[src/rtl/axi_split_pkg.sv]
package axi_split_pkg;

  localparam logic [1:0] RESP_OKAY   = 2'b00;
  localparam logic [1:0] RESP_EXOKAY = 2'b01;
  localparam logic [1:0] RESP_SLVERR = 2'b10;
  localparam logic [1:0] RESP_DECERR = 2'b11;

  localparam logic [1:0] BURST_INCR  = 2'b01;

  localparam int PIECE_BEATS = 16;

  // Severity rank: decode error highest, slave error next, both okays lowest
  function automatic logic [1:0] resp_rank(input logic [1:0] r);
    case (r)
      RESP_DECERR: return 2'd2;
      RESP_SLVERR: return 2'd1;
      default:     return 2'd0;
    endcase
  endfunction

  // Keep the more severe status; on a tie keep the running value
  function automatic logic [1:0] resp_worse(input logic [1:0] acc, input logic [1:0] nxt);
    return (resp_rank(nxt) > resp_rank(acc)) ? nxt : acc;
  endfunction

endpackage

[src/rtl/axi_split_fifo.sv]
module axi_split_fifo #(
  parameter int WIDTH = 8,
  parameter int DEPTH = 4
) (
  input  logic             clk,
  input  logic             rst,
  input  logic             push,
  input  logic [WIDTH-1:0] din,
  output logic             full,
  input  logic             pop,
  output logic [WIDTH-1:0] dout,
  output logic             empty
);

  localparam int PW = (DEPTH > 1) ? $clog2(DEPTH) : 1;
  localparam int CW = $clog2(DEPTH + 1);

  logic [WIDTH-1:0] mem [DEPTH];
  logic [PW-1:0]    wr_ptr;
  logic [PW-1:0]    rd_ptr;
  logic [CW-1:0]    count;
  logic             do_push;
  logic             do_pop;

  assign full    = (count == CW'(DEPTH));
  assign empty   = (count == '0);
  assign do_push = push && !full;
  assign do_pop  = pop && !empty;
  assign dout    = mem[rd_ptr];

  // Storage without reset so it maps onto distributed or block memory
  always_ff @(posedge clk) begin
    if (do_push) mem[wr_ptr] <= din;
  end

  always_ff @(posedge clk) begin
    if (rst) begin
      wr_ptr <= '0;
      rd_ptr <= '0;
      count  <= '0;
    end else begin
      if (do_push) wr_ptr <= (wr_ptr == PW'(DEPTH - 1)) ? '0 : wr_ptr + PW'(1);
      if (do_pop)  rd_ptr <= (rd_ptr == PW'(DEPTH - 1)) ? '0 : rd_ptr + PW'(1);
      unique case ({do_push, do_pop})
        2'b10:   count <= count + CW'(1);
        2'b01:   count <= count - CW'(1);
        default: ;
      endcase
    end
  end

  // producers and consumers respect the queue limits
  a_r10_no_overflow: assert property (@(posedge clk) disable iff (rst)
    push |-> !full);
  a_r10_no_underflow: assert property (@(posedge clk) disable iff (rst)
    pop |-> !empty);

endmodule

[src/rtl/axi_split_aw.sv]
module axi_split_aw
  import axi_split_pkg::*;
#(
  parameter int ADDR_W = 32,
  parameter int ID_W   = 4,
  parameter int OUT_W  = 4
) (
  input  logic              clk,
  input  logic              rst,
  input  logic              up_awvalid,
  output logic              up_awready,
  input  logic [ID_W-1:0]   up_awid,
  input  logic [ADDR_W-1:0] up_awaddr,
  input  logic [7:0]        up_awlen,
  input  logic [2:0]        up_awsize,
  input  logic [1:0]        up_awburst,
  input  logic              q_full,
  output logic              q_push,
  input  logic              resp_done,
  output logic              dn_awvalid,
  input  logic              dn_awready,
  output logic [ID_W-1:0]   dn_awid,
  output logic [ADDR_W-1:0] dn_awaddr,
  output logic [3:0]        dn_awlen,
  output logic [2:0]        dn_awsize,
  output logic [1:0]        dn_awburst
);

  logic [ID_W-1:0]   out_id;
  logic [OUT_W-1:0]  out_cnt;
  logic [3:0]        pieces_left;
  logic [3:0]        tail_len;
  logic [ADDR_W-1:0] step;
  logic              id_ok;
  logic              accept;
  logic              piece_go;

  assign id_ok      = (out_cnt == '0) || (up_awid == out_id);
  assign up_awready = !dn_awvalid && !q_full && id_ok;
  assign accept     = up_awvalid && up_awready;
  assign q_push     = accept;
  assign piece_go   = dn_awvalid && dn_awready;

  // Control state with reset
  always_ff @(posedge clk) begin
    if (rst) begin
      dn_awvalid <= 1'b0;
      out_cnt    <= '0;
    end else begin
      if (accept)                                dn_awvalid <= 1'b1;
      else if (piece_go && pieces_left == 4'd0)  dn_awvalid <= 1'b0;
      unique case ({accept, resp_done})
        2'b10:   out_cnt <= out_cnt + OUT_W'(1);
        2'b01:   out_cnt <= out_cnt - OUT_W'(1);
        default: ;
      endcase
    end
  end

  // Datapath registers, loaded on accept and advanced per issued piece
  always_ff @(posedge clk) begin
    if (accept) begin
      out_id      <= up_awid;
      dn_awid     <= up_awid;
      dn_awaddr   <= up_awaddr;
      dn_awsize   <= up_awsize;
      dn_awburst  <= up_awburst;
      pieces_left <= up_awlen[7:4];
      tail_len    <= up_awlen[3:0];
      dn_awlen    <= (up_awlen[7:4] != 4'd0) ? 4'hF : up_awlen[3:0];
      step        <= (up_awburst == BURST_INCR) ? (ADDR_W'(PIECE_BEATS) << up_awsize) : '0;
    end else if (piece_go && pieces_left != 4'd0) begin
      pieces_left <= pieces_left - 4'd1;
      dn_awaddr   <= dn_awaddr + step;
      dn_awlen    <= (pieces_left == 4'd1) ? tail_len : 4'hF;
    end
  end

  // downstream address held until taken
  a_r3_aw_hold: assert property (@(posedge clk) disable iff (rst)
    dn_awvalid && !dn_awready |=> dn_awvalid && $stable(dn_awaddr)
                                  && $stable(dn_awlen) && $stable(dn_awid));

  // an upstream response is only returned for an outstanding burst
  a_r6_no_spurious_b: assert property (@(posedge clk) disable iff (rst)
    resp_done |-> out_cnt != '0);

endmodule

[src/rtl/axi_split_w.sv]
module axi_split_w #(
  parameter int DATA_W = 32,
  parameter int ID_W   = 4
) (
  input  logic                clk,
  input  logic                rst,
  input  logic                q_empty,
  input  logic [ID_W-1:0]     q_id,
  input  logic [7:0]          q_len,
  output logic                q_pop,
  input  logic                up_wvalid,
  output logic                up_wready,
  input  logic [DATA_W-1:0]   up_wdata,
  input  logic [DATA_W/8-1:0] up_wstrb,
  input  logic                up_wlast,
  output logic                dn_wvalid,
  input  logic                dn_wready,
  output logic [ID_W-1:0]     dn_wid,
  output logic [DATA_W-1:0]   dn_wdata,
  output logic [DATA_W/8-1:0] dn_wstrb,
  output logic                dn_wlast
);

  logic [7:0] beat;
  logic       burst_end;
  logic       piece_end;
  logic       xfer;

  assign burst_end = (beat == q_len);
  assign piece_end = (&beat[3:0]) || burst_end;

  // Beats pass through combinationally; a burst is open once its entry is queued
  assign dn_wvalid = up_wvalid && !q_empty;
  assign up_wready = dn_wready && !q_empty;
  assign dn_wid    = q_id;
  assign dn_wdata  = up_wdata;
  assign dn_wstrb  = up_wstrb;
  assign dn_wlast  = piece_end;
  assign xfer      = dn_wvalid && dn_wready;
  assign q_pop     = xfer && burst_end;

  always_ff @(posedge clk) begin
    if (rst)       beat <= '0;
    else if (xfer) beat <= burst_end ? 8'd0 : beat + 8'd1;
  end

  // the master's last-beat flag agrees with the queued burst length
  a_r5_wlast_align: assert property (@(posedge clk) disable iff (rst)
    xfer |-> (up_wlast == burst_end));

endmodule

[src/rtl/axi_split_b.sv]
module axi_split_b
  import axi_split_pkg::*;
#(
  parameter int ID_W = 4
) (
  input  logic            clk,
  input  logic            rst,
  input  logic            q_empty,
  input  logic [ID_W-1:0] q_id,
  input  logic [3:0]      q_last,
  output logic            q_pop,
  input  logic            dn_bvalid,
  output logic            dn_bready,
  input  logic [ID_W-1:0] dn_bid,
  input  logic [1:0]      dn_bresp,
  output logic            up_bvalid,
  input  logic            up_bready,
  output logic [ID_W-1:0] up_bid,
  output logic [1:0]      up_bresp
);

  logic [3:0] piece;
  logic [1:0] acc;
  logic [1:0] merged;
  logic       rx;
  logic       fin;

  assign dn_bready = !q_empty && !up_bvalid;
  assign rx        = dn_bvalid && dn_bready;
  assign fin       = rx && (piece == q_last);
  assign q_pop     = fin;
  assign merged    = resp_worse(acc, dn_bresp);

  always_ff @(posedge clk) begin
    if (rst) begin
      up_bvalid <= 1'b0;
      piece     <= '0;
      acc       <= RESP_OKAY;
    end else begin
      if (up_bvalid && up_bready) up_bvalid <= 1'b0;
      if (rx) begin
        if (fin) begin
          up_bvalid <= 1'b1;
          piece     <= '0;
          acc       <= RESP_OKAY;
        end else begin
          piece     <= piece + 4'd1;
          acc       <= merged;
        end
      end
    end
  end

  always_ff @(posedge clk) begin
    if (fin) begin
      up_bid   <= q_id;
      up_bresp <= merged;
    end
  end

  // upstream response held until taken
  a_r8_b_hold: assert property (@(posedge clk) disable iff (rst)
    up_bvalid && !up_bready |=> up_bvalid && $stable(up_bresp) && $stable(up_bid));

  // in-order responses carry the ID of the burst being merged
  a_r12_bid_match: assert property (@(posedge clk) disable iff (rst)
    rx |-> dn_bid == q_id);

endmodule

[src/rtl/axi_wr_burst_split.sv]
module axi_wr_burst_split #(
  parameter int ADDR_W      = 32,
  parameter int ID_W        = 4,
  parameter int DATA_W      = 64,
  parameter int QUEUE_DEPTH = 4
) (
  input  logic                clk,
  input  logic                rst,
  input  logic                up_awvalid,
  output logic                up_awready,
  input  logic [ID_W-1:0]     up_awid,
  input  logic [ADDR_W-1:0]   up_awaddr,
  input  logic [7:0]          up_awlen,
  input  logic [2:0]          up_awsize,
  input  logic [1:0]          up_awburst,
  input  logic                up_wvalid,
  output logic                up_wready,
  input  logic [DATA_W-1:0]   up_wdata,
  input  logic [DATA_W/8-1:0] up_wstrb,
  input  logic                up_wlast,
  output logic                up_bvalid,
  input  logic                up_bready,
  output logic [ID_W-1:0]     up_bid,
  output logic [1:0]          up_bresp,
  output logic                dn_awvalid,
  input  logic                dn_awready,
  output logic [ID_W-1:0]     dn_awid,
  output logic [ADDR_W-1:0]   dn_awaddr,
  output logic [3:0]          dn_awlen,
  output logic [2:0]          dn_awsize,
  output logic [1:0]          dn_awburst,
  output logic                dn_wvalid,
  input  logic                dn_wready,
  output logic [ID_W-1:0]     dn_wid,
  output logic [DATA_W-1:0]   dn_wdata,
  output logic [DATA_W/8-1:0] dn_wstrb,
  output logic                dn_wlast,
  input  logic                dn_bvalid,
  output logic                dn_bready,
  input  logic [ID_W-1:0]     dn_bid,
  input  logic [1:0]          dn_bresp
);

  localparam int WQ_W  = ID_W + 8;
  localparam int BQ_W  = ID_W + 4;
  localparam int OUT_W = $clog2(QUEUE_DEPTH + 2) + 1;

  logic            q_push;
  logic            q_full;
  logic            resp_done;
  logic            wq_full, wq_empty, wq_pop;
  logic            bq_full, bq_empty, bq_pop;
  logic [WQ_W-1:0] wq_dout;
  logic [BQ_W-1:0] bq_dout;
  logic [ID_W-1:0] wq_id, bq_id;
  logic [7:0]      wq_len;
  logic [3:0]      bq_last;

  assign q_full    = wq_full || bq_full;
  assign resp_done = up_bvalid && up_bready;
  assign {wq_id, wq_len}  = wq_dout;
  assign {bq_id, bq_last} = bq_dout;

  axi_split_aw #(.ADDR_W(ADDR_W), .ID_W(ID_W), .OUT_W(OUT_W)) u_aw (
    .clk(clk), .rst(rst),
    .up_awvalid(up_awvalid), .up_awready(up_awready), .up_awid(up_awid),
    .up_awaddr(up_awaddr), .up_awlen(up_awlen), .up_awsize(up_awsize),
    .up_awburst(up_awburst),
    .q_full(q_full), .q_push(q_push), .resp_done(resp_done),
    .dn_awvalid(dn_awvalid), .dn_awready(dn_awready), .dn_awid(dn_awid),
    .dn_awaddr(dn_awaddr), .dn_awlen(dn_awlen), .dn_awsize(dn_awsize),
    .dn_awburst(dn_awburst)
  );

  // Burst ID and total length for the data path
  axi_split_fifo #(.WIDTH(WQ_W), .DEPTH(QUEUE_DEPTH)) u_wq (
    .clk(clk), .rst(rst),
    .push(q_push), .din({up_awid, up_awlen}), .full(wq_full),
    .pop(wq_pop), .dout(wq_dout), .empty(wq_empty)
  );

  // Burst ID and index of the final piece for the response path
  axi_split_fifo #(.WIDTH(BQ_W), .DEPTH(QUEUE_DEPTH)) u_bq (
    .clk(clk), .rst(rst),
    .push(q_push), .din({up_awid, up_awlen[7:4]}), .full(bq_full),
    .pop(bq_pop), .dout(bq_dout), .empty(bq_empty)
  );

  axi_split_w #(.DATA_W(DATA_W), .ID_W(ID_W)) u_w (
    .clk(clk), .rst(rst),
    .q_empty(wq_empty), .q_id(wq_id), .q_len(wq_len), .q_pop(wq_pop),
    .up_wvalid(up_wvalid), .up_wready(up_wready), .up_wdata(up_wdata),
    .up_wstrb(up_wstrb), .up_wlast(up_wlast),
    .dn_wvalid(dn_wvalid), .dn_wready(dn_wready), .dn_wid(dn_wid),
    .dn_wdata(dn_wdata), .dn_wstrb(dn_wstrb), .dn_wlast(dn_wlast)
  );

  axi_split_b #(.ID_W(ID_W)) u_b (
    .clk(clk), .rst(rst),
    .q_empty(bq_empty), .q_id(bq_id), .q_last(bq_last), .q_pop(bq_pop),
    .dn_bvalid(dn_bvalid), .dn_bready(dn_bready), .dn_bid(dn_bid),
    .dn_bresp(dn_bresp),
    .up_bvalid(up_bvalid), .up_bready(up_bready), .up_bid(up_bid),
    .up_bresp(up_bresp)
  );

endmodule

[config.mk]
export PLATFORM = sky130hd
export DESIGN_NAME = axi_wr_burst_split
export DESIGN_NICKNAME = d
export VERILOG_FILES = /design/src/rtl/axi_split_pkg.sv /design/src/rtl/axi_split_fifo.sv /design/src/rtl/axi_split_aw.sv /design/src/rtl/axi_split_w.sv /design/src/rtl/axi_split_b.sv /design/src/rtl/axi_wr_burst_split.sv
export SDC_FILE = /design/constraint.sdc
export NUM_CORES = 1
export LEC_CHECK = 0
export ABC_CLOCK_PERIOD_IN_PS = 3100
export CORE_UTILIZATION = 43
export CTS_CLUSTER_DIAMETER = 50
export DETAILED_ROUTE_END_ITERATION = 10
export PLACE_DENSITY = 0.79
export SYNTH_ARGS = -nofsm -noshare
export SYNTH_HDL_FRONTEND = slang
export SYNTH_SLANG_ARGS = --single-unit
export TNS_END_PERCENT = 20
[constraint.sdc]
create_clock -name clk -period 3.1 [get_ports clk]
set_clock_uncertainty 0.1 [all_clocks]
set_input_delay 0.31 -clock clk [delete_from_list [all_inputs] [get_ports clk]]
set_output_delay 0.31 -clock clk [all_outputs]
set_load 0.01 [all_outputs]
==> results of run 1 <==
## where the power goes
| part | total, uW | internal [uW] | switching (uW) |
|---|---|---|---|
| clock network | 2300 | 1310 | 992 |
| logic | 2930 | 1370 | 1560 |
| registers | 3730 | 3370 | 364 |
| total | 8960 | 6040 | 2920 |
## flip-flops by register name (all words and copies together) (netlist names), 3 cells and up, named ones only
register,cells
u_aw.dn_awsize,3
u_b.up_bid,4
u_aw.dn_awlen,4
u_wq.count,3
u_aw.dn_awid,4
u_bq.count,3
u_aw.out_cnt,4
u_wq.mem,48
u_aw.tail_len,4
u_b.piece,4
u_aw.dn_awaddr,32
u_bq.mem,32
u_aw.pieces_left,4
u_w.beat,8
u_aw.step,8
## through the flow
step / area, um^2 / hold slack, ps / util
floorplan: 8950 / 309 / -
global placement: 10100 / 383 / 0.500
detailed placement: 10100 / 394 / 0.500
CTS: 10800 / 373 / 0.531
global route: 10800 / 384 / 0.534
finish: 10800 / 385 / 0.534
## worst max path at each step
stage,start,endpoint,slack [ps],depth (start not counted)
after floorplan,u_aw.dn_awid[0],u_bq.count[2],70,11
after global placement,flop,u_wq.count[2],-30,11
after detailed placement,flop,u_wq.count[2],-140,10
after CTS,flop,u_wq.count[2],-90,10
after global routing,flop,u_wq.count[2],-220,11
final,flop,u_wq.count[2],-60,11
## cell usage in the layout (no fill, tap or decap), drive strengths merged, types with 7 or more instances in the layout
cell type	n
clkbuf	17
and2	16
or3	9
buf	34
mux4	20
xor2	31
a21oi	33
nand4	10
nand2	48
xnor2	20
nor2	60
nand3	24
clkdlybuf4s50	119
o211ai	9
inv	32
ha	29
or4	7
o21ai	17
dfxtp	38
edfxtp	147
nor3	10
## worst max-delay path: stages, from the launching register on
cell and delay, ps:
dfxtp_4 380, buf_4 160, mux4_2 540, xnor2_2 170, nand2_1 130, nor4_4 350
ha_2 260, inv_1 50, fa_1 360, xor2_1 150, or3_1 300, a21oi_1 140
## cells by family after synthesis
family | after synthesis | share of synthesized area
fa+ha+maj | 32 | 0.0473
compound gates | 91 | 0.0627
mux | 26 | 0.0589
flops | 185 | 0.579
simple gates | 212 | 0.121
xor+xnor | 51 | 0.0499
buf+inv | 116 | 0.0817
## layout make-up
cell class                 count  area [um^2]  area share
clock buffer                  17          425      0.0393
clock inverter                15          204      0.0188
inverter                      23         86.3     0.00797
multi-input combinational    412         3080       0.284
sequential                   185         5180       0.478
tap                          270          338      0.0312
timing repair buffer         154         1520       0.140
## per-layer routing
metal,GRT usage,vias up,wire length [um]
met2,0.293,175,9230
met1,0.214,2706,7840
met4,0.0865,0,492
met3,0.0566,46,1380
met5,0,-,0
li1,-,2684,-
## what timing repair did
item | 4_1_cts | 5_1_grt
hold buffers | 0 | 0
gates resized for setup | 3 | 8
setup buffers | 0 | 2
endpoints found under the setup margin | 2 | 3
pin swaps | 0 | 4
==> flow_summary.json, run 1 <==
{
  "die_h_um": 146,
  "ys.flop_type": "edfxtp_1",
  "yosysSeqAreaShare": 0.579,
  "dieArea_um2": 21400,
  "place_ws_ps": -137,
  "reg2reg_depth": 11,
  "synthTopCellsByCount": "147 x edfxtp_1, 73 x buf_4, 52 x nor2_1",
  "final_nets": 961,
  "clock-root-buffer": "clkbuf_16",
  "synth_area_leaders": "edfxtp_1 49%, dfxtp_1 8.5%, buf_4 6.1%",
  "setup_tns_ps": -55.9,
  "place_congestion": 0.831,
  "yosys_warnings": 0,
  "maxCapViolCount": 0,
  "cts_tree": "built",
  "overflow": 0,
  "cts.sinks": 185,
  "worst-path-max-fanout": 4,
  "dr.pass1.iters": 4,
  "vdd_drop_max_mv": 0.467,
  "grt_start_max_net_pins": 51,
  "clockBufferDepth": 2,
  "clk_pin_slew_ps": 70,
  "synthesis.nets": 881,
  "slew_headroom": 0.601,
  "vias": 5611,
  "slew_viol_final": 0,
  "fp-row-count": 52,
  "grt_pass1_vias": 5580,
  "dr.first_iter.drc_count": 238,
  "diodes": 0,
  "hold_viol": 0,
  "nFillCells": 1711,
  "synth_cell_types": 57,
  "portBuffers": 120,
  "grt_pass1_wl_um": 29500,
  "numCtsBuffers": 17,
  "syn2layout_area_growth_pct": 21.1,
  "hpwl_um": 13300,
  "avgRoutedWirePerCell_um": 17.6,
  "min_from": "up_awburst[1]",
  "failed_checks": "negative setup slack",
  "ios": 270,
  "yosysMostFrequentCell": "edfxtp_1",
  "synth_top_area_share": 0.493,
  "ys_ff_latch": 185,
  "required_ps": 3360,
  "vias_per_cell": 5.21,
  "power_density_nw_per_um2": 827,
  "max_freq_ghz": 0.317,
  "finalCriticalPeriod_ps": 3160,
  "rsz0062_at_grt": "true",
  "reg2reg_to": "u_wq.count[2]",
  "syn_area_um2": 8940,
  "grt_antenna_before_repair": 0,
  "power_uw": 8960,
  "hold_class": "in2reg",
  "r2r_setup_slack_ps": -60,
  "instances_no_fill": 1076,
  "layout_setup_ws_ps": -55.9,
  "route.final.wire_length_um": 18900,
  "dieWidth_um": 146,
  "worstSetupEndpointType": "flop",
  "fin_crit_sh": 1.02,
  "hold-path-cell-count": 1,
  "htreeDepth": 4,
  "yosysTopAreaCell": "edfxtp_1",
  "start_util": 0.441,
  "status": "complete, but fails checks",
  "drc": 0,
  "min_to": "u_aw.dn_awburst[1]",
  "drive_gt1_frac": 0.135,
  "core_area_um2": 20300,
  "synth_edf_count": 147,
  "worstMarginPinSlew_ps": 583,
  "syn_avg_cell_area_um2": 12.5,
  "setup_viol": 1,
  "ys_async_sr_fraction": 0,
  "synth_cells": 713,
  "p_leak_uw": 0.00376,
  "antenna_left": 0,
  "grt_usage": 0.179,
  "critPathLaunchType": "flop",
  "worstSetupPathType": "reg2reg",
  "place_inst": 1042,
  "clock_latency_ps": 430,
  "arrival_ps": 3410
}
(Power assumes the default switching activity.)
==> inputs of run 2 (changes only) <==
--- a/config.mk
+++ b/config.mk
@@ -6,10 +6,10 @@
 export NUM_CORES = 1
 export LEC_CHECK = 0
 export ABC_CLOCK_PERIOD_IN_PS = 3100
-export CORE_UTILIZATION = 43
+export CORE_UTILIZATION = 29
 export CTS_CLUSTER_DIAMETER = 50
 export DETAILED_ROUTE_END_ITERATION = 10
-export PLACE_DENSITY = 0.79
+export PLACE_DENSITY = 0.58
 export SYNTH_ARGS = -nofsm -noshare
 export SYNTH_HDL_FRONTEND = slang
 export SYNTH_SLANG_ARGS = --single-unit
==> flow_summary.json, run 2 (synthesis results as in run 1) <==
{
  "status": "complete, but fails checks",
  "failed_checks": "negative setup slack",
  "dr.pass1.iters": 4,
  "clock-root-buffer": "clkbuf_16",
  "start_util": 0.299,
  "cp_cell_sequence": "buf_12 > mux4_2 > xnor2_2 > nand4_1 > nor4_4 > ha_2 > inv_1 > fa_2 > xor2_1 > or3_1 > a21oi_1",
  "final_common_cell": "edfxtp_1",
  "reg_top3": "u_wq.mem x48, u_aw.dn_awaddr x32, u_bq.mem x32",
  "critPathBufInv": 2,
  "clockBufferDepth": 2,
  "worstSetupEndpointType": "flop",
  "instances_no_fill": 1218,
  "regArea_um2": 5180,
  "final_cell_mix": "147 x edfxtp_1, 119 x clkdlybuf4s50_1, 52 x nor2_1, 47 x nand2_1, 42 x buf_4",
  "path_delay_family": "simple AND/OR/NAND/NOR gates",
  "portBuffers": 120,
  "fin_area_um2": 11200,
  "multiInputGateArea_um2": 3070,
  "dieArea_um2": 31600,
  "p_leak_uw": 0.00387,
  "place_congestion": 0.796,
  "critPathLaunchType": "flop",
  "top_register": "u_wq.mem",
  "power_density_nw_per_um2": 802,
  "core_area_um2": 30000,
  "hold_viol": 0,
  "hpwl_um": 13900,
  "place_area_um2": 10500,
  "hold-path-cell-count": 1,
  "cp.depth": 11,
  "syn2layout_area_growth_pct": 25.2,
  "grt_pass1_vias": 5627,
  "drc": 0,
  "htreeDepth": 4,
  "layout_setup_ws_ps": -45.5,
  "dr.first_iter.drc_count": 303,
  "max_freq_ghz": 0.318,
  "grt_antenna_before_repair": 1,
  "diodes": 0,
  "place_ws_ps": -122,
  "drive_gt1_frac": 0.153,
  "avgRoutedWirePerCell_um": 16.0,
  "clk_pin_slew_ps": 80,
  "route.final.wire_length_um": 19400,
  "worstSetupPathType": "reg2reg",
  "vdd_drop_max_mv": 0.405,
  "place_inst": 1182,
  "worst-path-max-fanout": 5,
  "required_ps": 3370,
  "hold_class": "in2reg",
  "cts.sinks": 185,
  "final_nets": 983,
  "fp-row-count": 63,
  "vias_per_cell": 4.61,
  "rsz0062_at_grt": "true",
  "arrival_ps": 3420,
  "fin_crit_sh": 1.01,
  "cts_tree": "built",
  "grt_pass1_wl_um": 30300,
  "cpPeakStageDelay_ps": 540,
  "maxCapViolCount": 0,
  "setup_viol": 1,
  "min_from": "up_awburst[0]",
  "die_h_um": 178,
  "grt_start_max_net_pins": 36,
  "numCtsBuffers": 17,
  "antenna_left": 0,
  "slew_headroom": 0.475,
  "grt_usage": 0.128,
  "cpMaxStageDelayCell": "mux4_2",
  "finalCriticalPeriod_ps": 3150,
  "ios": 270,
  "dieWidth_um": 178,
  "overflow": 0,
  "slew_viol_final": 0,
  "vias": 5618,
  "utilization": 0.374,
  "largest_reg_flops": 48,
  "reg2reg_depth": 11,
  "clock_latency_ps": 440,
  "nFillCells": 2929,
  "worstMarginPinSlew_ps": 782
}
run 2: changes by cell type in the layout (fill, tap and decap cells not counted), moves of 2 or more:
cell / previous run / this run
clkinvlp_4: 3 / 0
xnor2_1: 15 / 18
inv_8: 5 / 3
buf_4: 29 / 42
xnor2_2: 5 / 2
bufinv_16: 3 / 1
buf_12: 5 / 13
clkinv_2: 0 / 2
run 2: final cells by class:
| class | count | area share |
|---|---|---|
| Clock inverter | 13 | 0.0123 |
| Tap cell | 390 | 0.0436 |
| Timing Repair Buffer | 176 | 0.161 |
| Multi-Input combinational cell | 412 | 0.274 |
| Inverter | 23 | 0.00771 |
| Sequential cell | 185 | 0.462 |
| Clock buffer | 19 | 0.0395 |
run 2: timing repair:
item / in CTS / in global routing
gates resized for setup: 1 / 8
pin swaps: 0 / 4
endpoints found under the setup margin: 2 / 3
setup buffers: 0 / 3
hold buffers: 0 / 0
cloned: 0 / 1
run 2: worst register-to-register path, delay by kind of cell, from the launching register on:
family                   cells  cell delay [ps]
adder cells (fa/ha/maj)      2              590
buffers and inverters        2              180
XOR/XNOR                     2              290
multiplexers                 1              540
flip-flops                   1              380
AO/OA/AOI/OAI                1              120
AND/OR/NAND/NOR              3              890
run 2: worst paths after layout:
kind / end / slack, ps
max: u_wq.count[2] / -50
min: u_aw.dn_awburst[0] / 380
max reg2reg: u_wq.count[2] / -50
min reg2reg: u_bq.wr_ptr[1] / 390
run 2: where the power goes:
part | leakage, uW | switching (uW) | internal (uW)
clock | 0.000289 | 1020 | 1160
sequential | 0.00167 | 369 | 3370
combinational | 0.00192 | 1580 | 1490
run 2: stage by stage:
stage               power (uW)  hold WS, ps  setup TNS [ps]
floorplan                 5470          309               0
global placement          6830          387           -81.7
detailed placement        6860          391            -122
CTS                       9080          355            -160
global route              9550          373            -202
finish                    8980          380           -45.5
run 2: routing by layer:
layer	track usage	vias up	share of wire
met5	0	-	0.00087
met2	0.198	172	0.46
met4	0.0456	2	0.017
met1	0.161	2672	0.44
met3	0.0488	32	0.085
li1	-	2740	-
